===== config.mk =====
export PLATFORM = sky130hd
export DESIGN_NAME = data_watch_pair
export DESIGN_NICKNAME = d
export VERILOG_FILES = /design/src/rtl/dwp_pkg.sv /design/src/rtl/dwp_operand_shape.sv /design/src/rtl/dwp_relation.sv /design/src/rtl/dwp_unit.sv /design/src/rtl/data_watch_pair.sv
export SDC_FILE = /design/constraint.sdc
export NUM_CORES = 1
export LEC_CHECK = 0
export ABC_AREA = 1
export BUFFER_PORTS_ARGS = -buffer_cell sky130_fd_sc_hd__buf_4
export CORE_ASPECT_RATIO = 0.6
export CORE_MARGIN = 2
export CORE_UTILIZATION = 45
export CTS_CLUSTER_SIZE = 24
export DETAILED_ROUTE_END_ITERATION = 6
export PLACE_DENSITY = 0.74
export RECOVER_POWER = 50
export SYNTH_ARGS = -nofsm -noshare
export SYNTH_HDL_FRONTEND = slang
export SYNTH_SLANG_ARGS = --single-unit

===== constraint.sdc =====
create_clock -name clk -period 3.29 [get_ports clk]
set_input_delay 0.658 -clock clk [delete_from_list [all_inputs] [get_ports clk]]
set_output_delay 0.658 -clock clk [all_outputs]
set_load 0.005 [all_outputs]

===== src/rtl/dwp_pkg.sv =====
package dwp_pkg;
   localparam int unsigned LANE_W = 8;

   typedef enum logic [1:0] {
      SZ_RSVD = 2'b00,
      SZ_WORD = 2'b01,
      SZ_HALF = 2'b10,
      SZ_BYTE = 2'b11
   } dwp_size_e;

   typedef enum logic [1:0] {
      REL_EQ = 2'b00,
      REL_LT = 2'b01,
      REL_GT = 2'b10,
      REL_NE = 2'b11
   } dwp_rel_e;
endpackage


===== src/rtl/dwp_operand_shape.sv =====
module dwp_operand_shape
   import dwp_pkg::*;
#(
   parameter int unsigned DATA_W = 32,
   localparam int unsigned LANES = DATA_W / LANE_W
) (
   input  logic [DATA_W-1:0] raw,
   input  logic [LANES-1:0]  lane_off,
   input  logic [1:0]        size_sel,
   input  logic              as_signed,
   output logic [DATA_W:0]   shaped
);
   logic [DATA_W-1:0] kept;

   for (genvar g = 0; g < LANES; g++) begin : g_lane
      assign kept[g*LANE_W +: LANE_W] = lane_off[g] ? '0 : raw[g*LANE_W +: LANE_W];
   end

   always_comb begin
      case (dwp_size_e'(size_sel))
         SZ_HALF: shaped = {{(DATA_W-15){as_signed & kept[15]}}, kept[15:0]};
         SZ_BYTE: shaped = {{(DATA_W-7){as_signed & kept[7]}}, kept[7:0]};
         default: shaped = {as_signed & kept[DATA_W-1], kept};
      endcase
   end
endmodule


===== src/rtl/dwp_relation.sv =====
module dwp_relation
   import dwp_pkg::*;
#(
   parameter int unsigned W = 33
) (
   input  logic [W-1:0] lhs,
   input  logic [W-1:0] rhs,
   input  logic [1:0]   rel_sel,
   output logic         holds
);
   logic is_lt, is_eq;

   always_comb begin
      is_lt = $signed(lhs) < $signed(rhs);
      is_eq = (lhs == rhs);
      case (dwp_rel_e'(rel_sel))
         REL_EQ:  holds = is_eq;
         REL_LT:  holds = is_lt;
         REL_GT:  holds = !is_lt && !is_eq;
         default: holds = !is_eq;
      endcase
   end
endmodule


===== src/rtl/dwp_unit.sv =====
module dwp_unit
   import dwp_pkg::*;
#(
   parameter int unsigned DATA_W = 32,
   localparam int unsigned LANES = DATA_W / LANE_W
) (
   input  logic              clk,
   input  logic              rst,
   input  logic              xfer_valid,
   input  logic              xfer_write,
   input  logic [DATA_W-1:0] xfer_data,
   input  logic [DATA_W-1:0] ref_val,
   input  logic [2:0]        rel_code,
   input  logic [1:0]        dir_qual,
   input  logic [1:0]        op_size,
   input  logic              signed_mode,
   input  logic [LANES-1:0]  lane_mask,
   output logic              hit
);
   logic [DATA_W:0] data_s, ref_s;
   logic rel_true, enabled, dir_ok, hit_d;

   dwp_operand_shape #(.DATA_W(DATA_W)) u_shape_data (
      .raw(xfer_data), .lane_off(lane_mask), .size_sel(op_size),
      .as_signed(signed_mode), .shaped(data_s));

   dwp_operand_shape #(.DATA_W(DATA_W)) u_shape_ref (
      .raw(ref_val), .lane_off(lane_mask), .size_sel(op_size),
      .as_signed(signed_mode), .shaped(ref_s));

   dwp_relation #(.W(DATA_W+1)) u_rel (
      .lhs(data_s), .rhs(ref_s), .rel_sel(rel_code[1:0]), .holds(rel_true));

   always_comb begin
      enabled = rel_code[2] && (dwp_size_e'(op_size) != SZ_RSVD);
      dir_ok  = !dir_qual[1] || (dir_qual[0] == xfer_write);
      hit_d   = xfer_valid && enabled && dir_ok && rel_true;
   end

   always_ff @(posedge clk) begin
      if (rst) hit <= 1'b0;
      else     hit <= hit_d;
   end

   AST_OFF_QUIET: assert property (@(posedge clk) disable iff (rst)
      !rel_code[2] |=> !hit);
   AST_DIR_READ_ONLY: assert property (@(posedge clk) disable iff (rst)
      (dir_qual == 2'b10 && xfer_write) |=> !hit);
   AST_DIR_WRITE_ONLY: assert property (@(posedge clk) disable iff (rst)
      (dir_qual == 2'b11 && !xfer_write) |=> !hit);
   AST_RSVD_SIZE_QUIET: assert property (@(posedge clk) disable iff (rst)
      (op_size == 2'b00) |=> !hit);
   AST_IDLE_QUIET: assert property (@(posedge clk) disable iff (rst)
      !xfer_valid |=> !hit);
   AST_ALL_MASKED_EQ: assert property (@(posedge clk) disable iff (rst)
      (xfer_valid && &lane_mask && rel_code == 3'b100 && op_size != 2'b00 && !dir_qual[1])
      |=> hit);
endmodule


===== src/rtl/data_watch_pair.sv =====
module data_watch_pair
   import dwp_pkg::*;
#(
   parameter int unsigned DATA_W    = 32,
   parameter int unsigned NUM_UNITS = 2,
   localparam int unsigned LANES    = DATA_W / LANE_W
) (
   input  logic                              clk,
   input  logic                              rst,
   input  logic                              xfer_valid,
   input  logic                              xfer_write,
   input  logic [DATA_W-1:0]                 xfer_data,
   input  logic [NUM_UNITS-1:0][DATA_W-1:0]  ref_val,
   input  logic [NUM_UNITS-1:0][2:0]         rel_code,
   input  logic [NUM_UNITS-1:0][1:0]         dir_qual,
   input  logic [NUM_UNITS-1:0][1:0]         op_size,
   input  logic [NUM_UNITS-1:0]              signed_mode,
   input  logic [NUM_UNITS-1:0][LANES-1:0]   lane_mask,
   output logic [NUM_UNITS-1:0]              hit
);
   if ((DATA_W % LANE_W) != 0 || DATA_W < 16) begin : g_bad_width
      $error("data_watch_pair: DATA_W must be a multiple of 8 and at least 16");
   end
   if (NUM_UNITS < 1) begin : g_bad_units
      $error("data_watch_pair: NUM_UNITS must be at least 1");
   end

   for (genvar u = 0; u < NUM_UNITS; u++) begin : g_unit
      dwp_unit #(.DATA_W(DATA_W)) u_cmp (
         .clk(clk), .rst(rst),
         .xfer_valid(xfer_valid), .xfer_write(xfer_write), .xfer_data(xfer_data),
         .ref_val(ref_val[u]), .rel_code(rel_code[u]), .dir_qual(dir_qual[u]),
         .op_size(op_size[u]), .signed_mode(signed_mode[u]),
         .lane_mask(lane_mask[u]), .hit(hit[u]));
   end

   AST_RESET_CLEARS: assert property (@(posedge clk) rst |=> (hit == '0));
endmodule


==> qor.yml, run 1 <==
critPathMostFrequentCell: "nand2_1"
cts.clk_slew.worst_paths_ns: 0.03
worstMarginPinSlew_ns: 0.485
dieArea_um2: 8060
cp_num_buf_inv: 3
crit_path_top_delay_cell: "ha_1"
grt_max_degree: 24
finalSetupViolations: 0
synthCells: 615
synth-edff-count: 0
stdcell_count: 829
setup_tns_ns: 0
combPwrFrac: 0.746
fp-row-count: 24
rsz0062_at_grt: "no"
vias_per_cell: 5.18
status: "complete, no violations"
grt.overflow.total: 0
cts_resized: 0
dp_cells: 826
critPathTopFamily: "simple AND/OR/NAND/NOR gates"
regMostFlops: "g_unit.u_cmp.hit"
drt-total-wl_um: 11300
period_needed_ns: 2.99
synthArstFlopShare: 0
coreArea_um2: 7180
start_kind: "input port"
dr.first_iter.drc_count: 249
clock.fmax_mhz: 334
crit_required_ns: 3.41
power.switching_uw: 390
antenna_found_initial: 0
cts_tree: "built"
fillers: 704
area_growth_pct: 35.2
relSlewSlack: 0.676
internal-power_uw: 464
routedWlPerCell_um: 13.6
top_regs: "g_unit.u_cmp.hit: 2 flops"
critical_path.max_stage_delay_ns: 0.30
grt_pass1_wl_um: 18500
pwr-share-seq: 0.030
netlist_area_um2: 3300
nets: 930
synth_area_per_cell_um2: 5.37
hold_viol_final: 0
antenna_cells: 0
ant_nets: 0
pin_count: 126
path_max_fanout: 23
drc_errors: 0
fin_crit_sh: 0.909
ys_warn_count: 0
clock-sinks: 2
cts_made_buffers: 3
drv_cap: 0
multi_input_area_um2: 2920
die_w_um: 115
p_clk_frac: 0.224
drive_above_1_share: 0.238
hold_buffers: 0
dr_total_vias: 4298
die_h_um: 70.4
power_leakage_uw: 0.00263
htreeDepth: 1
grt_use_total: 0.282
cp-end-kind: "flip-flop"
start_util: 0.460
largest_reg_flops: 2
synth_fp_nets: 805
criticalPathCategory: "in -> reg"
portBuffers: 125
cts_setup_buffers: 0
critPathArrivalTime_ns: 3.11
power_density_nw_per_um2: 191
cts-root-buf: "clkbuf_16"
synth_cell_type_count: 31
cts_max_path_buffers: 2
ys_seq_area_frac: 0.0121
routabilityCongestion: 0.937
min-delay-path-class: "in -> reg"
p_sw_frac: 0.457
synth_flop_cell: "dfxtp_1"
crit_chain: "buf_4 > nand2_2 > inv_2 > nand2_2 > o221ai_4 > buf_12 > nand2_1 > ha_1 > nand2_1 > nor2_1 > nand2_4 > nor2_2 > nand2_1 > nor2_1 > nor2_1 > nand2_1 > nand2_1 > a21oi_1 > nor2_1"
ir_drop_uv: 130
first_pass_iters: 5
slew_violations: 0
yosys_register_bits: 2
regArea_um2: 40.0
dp_hpwl_um: 9810
grt_pass1_vias: 4068
==> metrics by stage <==
stage                     hold WS (ns)  instance area, um2  utilization  power [uW]  setup slack, ns
final                            0.774                4460        0.622         854            0.298
after global routing             0.805                4460        0.622         943           0.0424
after CTS                        0.775                4460        0.622         850            0.314
after detailed placement          1.01                4390        0.612         654           0.0919
after global placement           0.986                4390        0.612         631            0.320
after floorplan                  0.871                3300            -         414            0.390
==> synthesized netlist by cell type (6+ instances only) <==
cell type    n  area [um2]
inv_2        7        26.3
nand2_1    234         878
a31oi_1     14        87.6
a21oi_1     61         305
ha_1        66         826
clkbuf_1    12        45.0
nor2_1      81         304
o21ai_0      9        45.0
nand3_1     21         105
buf_2        6        30.0
nand2_2      7        43.8
nor2_2       6        37.5
inv_1       57         214
==> worst paths after layout <==
| path | from | endpoint | slack [ns] | depth (start not counted) |
|---|---|---|---|---|
| setup / recovery | op_size[3] | g_unit[1].u_cmp.hit | 0.30 | 19 |
| hold / removal | rel_code[0] | g_unit[0].u_cmp.hit | 0.77 | 5 |
==> layout make-up <==
type | count | share of cell area
clock buffers | 3 | 0.0168
multi-input cells | 527 | 0.653
inverters | 64 | 0.0538
well taps | 91 | 0.0255
repair buffers | 142 | 0.242
flip-flops and latches | 2 | 0.00897
==> power by group through the flow <==
stage	Clock [uW]	Combinational (uW)	Sequential, uW
finish	191	637	25.7
detailed placement	0	627	26.1
global route	196	721	25.9
floorplan	0	388	25.8
CTS	193	632	25.8
global placement	0	604	26.1
==> placed cells by master, fill, tap and decap left out, types with 6 or more instances in the layout <==
cell type,count
a21oi_1,61
a31oi_1,14
buf_4,139
ha_1,66
inv_1,57
inv_2,7
nand2_1,234
nand2_2,7
nand3_1,21
nor2_1,81
nor2_2,6
o21ai_0,9
==> logic make-up after synthesis <==
kind of cell | share of synthesized area
flops | 0.0121
compound gates | 0.172
simple gates | 0.461
fa+ha+maj | 0.250
buf+inv | 0.105
==> layer usage <==
| layer | track usage | up-vias | part of all wire |
|---|---|---|---|
| met1 | 0.410 | 1888 | 0.47 |
| met5 | 0 | - | 0 |
| met3 | 0.0434 | 17 | 0.085 |
| met2 | 0.438 | 157 | 0.43 |
| met4 | 0.0528 | 0 | 0.014 |
| li1 | - | 2236 | - |
Power figures use the tool's default switching activity.
==> run 2, diff against run 1 <==
==> constraint.sdc (replaced) <==
create_clock -name clk -period 3.29 [get_ports clk]
set_input_delay 0.658 -clock clk [delete_from_list [all_inputs] [get_ports clk]]
set_output_delay 0.658 -clock clk [all_outputs]
set_load 0.01 [all_outputs]
==> run 2 against run 1 <==
Non-clock buffer count unchanged. Largest power group unchanged. Critical path depth is the same. Routed wire length up 0.11%. Sequential share of layout area about the same. Critical path type unchanged. Cell area is 0.17% lower. Critical endpoint unchanged. Combinational power is essentially flat.
==> qor.yml, run 2 (synthesized netlist as in run 1, its figures left out) <==
status: "complete, no violations"  # unchanged
met3WireLength_um: 853  # was 963 um
hold_viol_final: 0  # unchanged
pre_cts_slack_ns: 0.0919  # unchanged
grt_max_degree: 24  # unchanged
routedWlPerCell_um: 13.6  # about the same
whs_path_depth: 5  # unchanged
slew_violations: 0  # unchanged
die_h_um: 70.4  # unchanged
dr.first_iter.drc_count: 255  # was 249
ir_drop_uv: 130  # about the same
nets: 930  # unchanged
clock.fmax_mhz: 332  # was 334 MHz
portBuffers: 125  # unchanged
whs_endpoint: "g_unit[0].u_cmp.hit"  # unchanged
grt.overflow.total: 0  # unchanged
antenna_cells: 0  # unchanged
top_layer_used: "met4"  # unchanged
htreeDepth: 1  # unchanged
min-delay-path-class: "in -> reg"  # unchanged
met2WireLength_um: 4890  # about the same
dp_hpwl_um: 9810  # unchanged
met1Wirelength_um: 5390  # was 5290 um
criticalPathCategory: "in -> reg"  # unchanged
top_regs: "g_unit.u_cmp.hit: 2 flops"  # unchanged
stdcell_count: 829  # unchanged
cts-root-buf: "clkbuf_16"  # unchanged
final_area_um2: 4460  # about the same
fp-row-count: 24  # unchanged
cts_tree: "built"  # unchanged
dieArea_um2: 8060  # unchanged
hold_buffers: 0  # unchanged
cp-end-kind: "flip-flop"  # unchanged
pin_count: 126  # unchanged
largest_reg_flops: 2  # unchanged
cts_max_path_buffers: 2  # unchanged
grt_use_total: 0.282  # unchanged
cts.clk_slew.worst_paths_ns: 0.03  # about the same
antenna_found_initial: 0  # unchanged
coreArea_um2: 7180  # unchanged
power_leakage_uw: 0.00262  # was 0.00263 uW
drive_above_1_share: 0.236  # was 0.238
fin_crit_sh: 0.915  # was 0.909
rsz0062_at_grt: "no"  # unchanged
start_util: 0.460  # unchanged
period_needed_ns: 3.01  # was 2.99 ns
cts_setup_buffers: 0  # unchanged
dr_total_vias: 4292  # was 4298
crit_required_ns: 3.41  # about the same
final_common_cell: "nand2_1"  # unchanged
drc_errors: 0  # unchanged
min_from: "rel_code[0]"  # unchanged
finalSetupViolations: 0  # unchanged
cts_resized: 0  # unchanged
relSlewSlack: 0.674  # was 0.676
cts_made_buffers: 3  # unchanged
area_growth_pct: 35.0  # was 35.2%
ant_nets: 0  # unchanged
setup_tns_ns: 0  # unchanged
vias_per_cell: 5.18  # about the same
power_density_nw_per_um2: 192  # was 191 nW/um2
power.total_uw: 854  # about the same
clock-sinks: 2  # unchanged
worstMarginPinSlew_ns: 0.489  # was 0.485 ns
drt-total-wl_um: 11300  # about the same
dp_cells: 826  # unchanged
die_w_um: 115  # unchanged
grt_pass1_wl_um: 18500  # unchanged
first_pass_iters: 5  # unchanged
fillers: 707  # was 704
critPathArrivalTime_ns: 3.13  # was 3.11 ns
setup_ws_ns: 0.279  # was 0.298 ns
placed_area_um2: 4390  # unchanged
drv_cap: 0  # unchanged
start_kind: "input port"  # unchanged
path_max_fanout: 23  # unchanged
layout_common_cells: "nand2_1, buf_4, nor2_1, ha_1, a21oi_1"  # unchanged
regMostFlops: "g_unit.u_cmp.hit"  # unchanged
grt_pass1_vias: 4068  # unchanged
routabilityCongestion: 0.937  # unchanged
==> run 2: final cells by class <==
class | instances | area, um2 | share of cell area
flip-flops and latches | 2 | 40.0 | 0.00898
repair buffers | 142 | 1070 | 0.240
well taps | 91 | 114 | 0.0255
clock buffers | 3 | 75.1 | 0.0168
multi-input cells | 527 | 2920 | 0.654
inverters | 64 | 240 | 0.0539
==> run 2: layer usage <==
layer  vias to the layer above  track usage
met2                       146        0.438
met1                      1891        0.410
met4                         0       0.0528
li1                       2236            -
met5                         -            0
met3                        19       0.0434
==> run 2: worst max path at each step <==
stage / startpoint / endpoint / slack, ns
2_1_floorplan: lane_mask[4] / g_unit[1].u_cmp.hit / 0.39
3_3_place_gp: op_size[3] / g_unit[1].u_cmp.hit / 0.32
3_5_place_dp: op_size[3] / g_unit[1].u_cmp.hit / 0.09
4_1_cts: op_size[3] / g_unit[1].u_cmp.hit / 0.31
5_1_grt: op_size[3] / g_unit[1].u_cmp.hit / 0.04
6_report: op_size[3] / g_unit[1].u_cmp.hit / 0.28
==> run 2: critical path, stage by stage <==
cell and delay (ns):
buf_4 0.24, nand2_2 0.11, inv_2 0.08, nand2_2 0.09, o221ai_4 0.26, buf_12 0.17, nand2_1 0.06, ha_1 0.30
nand2_1 0.06, nor2_1 0.29, nand2_4 0.08, nor2_2 0.13, nand2_1 0.07, nor2_1 0.12, nor2_1 0.07, nand2_1 0.05
nand2_1 0.08, a21oi_1 0.14, nor2_1 0.06
==> run 2: where the power goes <==
group / switching (uW) / total [uW] / internal [uW]
combinational: 354 / 637 / 283
clock: 36.0 / 191 / 155
sequential: 0.443 / 25.8 / 25.3
==> run 2: through the flow <==
stage / util / hold WS, ns
after floorplan: - / 0.871
after global placement: 0.612 / 0.986
after detailed placement: 0.612 / 1.01
after CTS: 0.622 / 0.775
after global routing: 0.621 / 0.805
final: 0.621 / 0.774
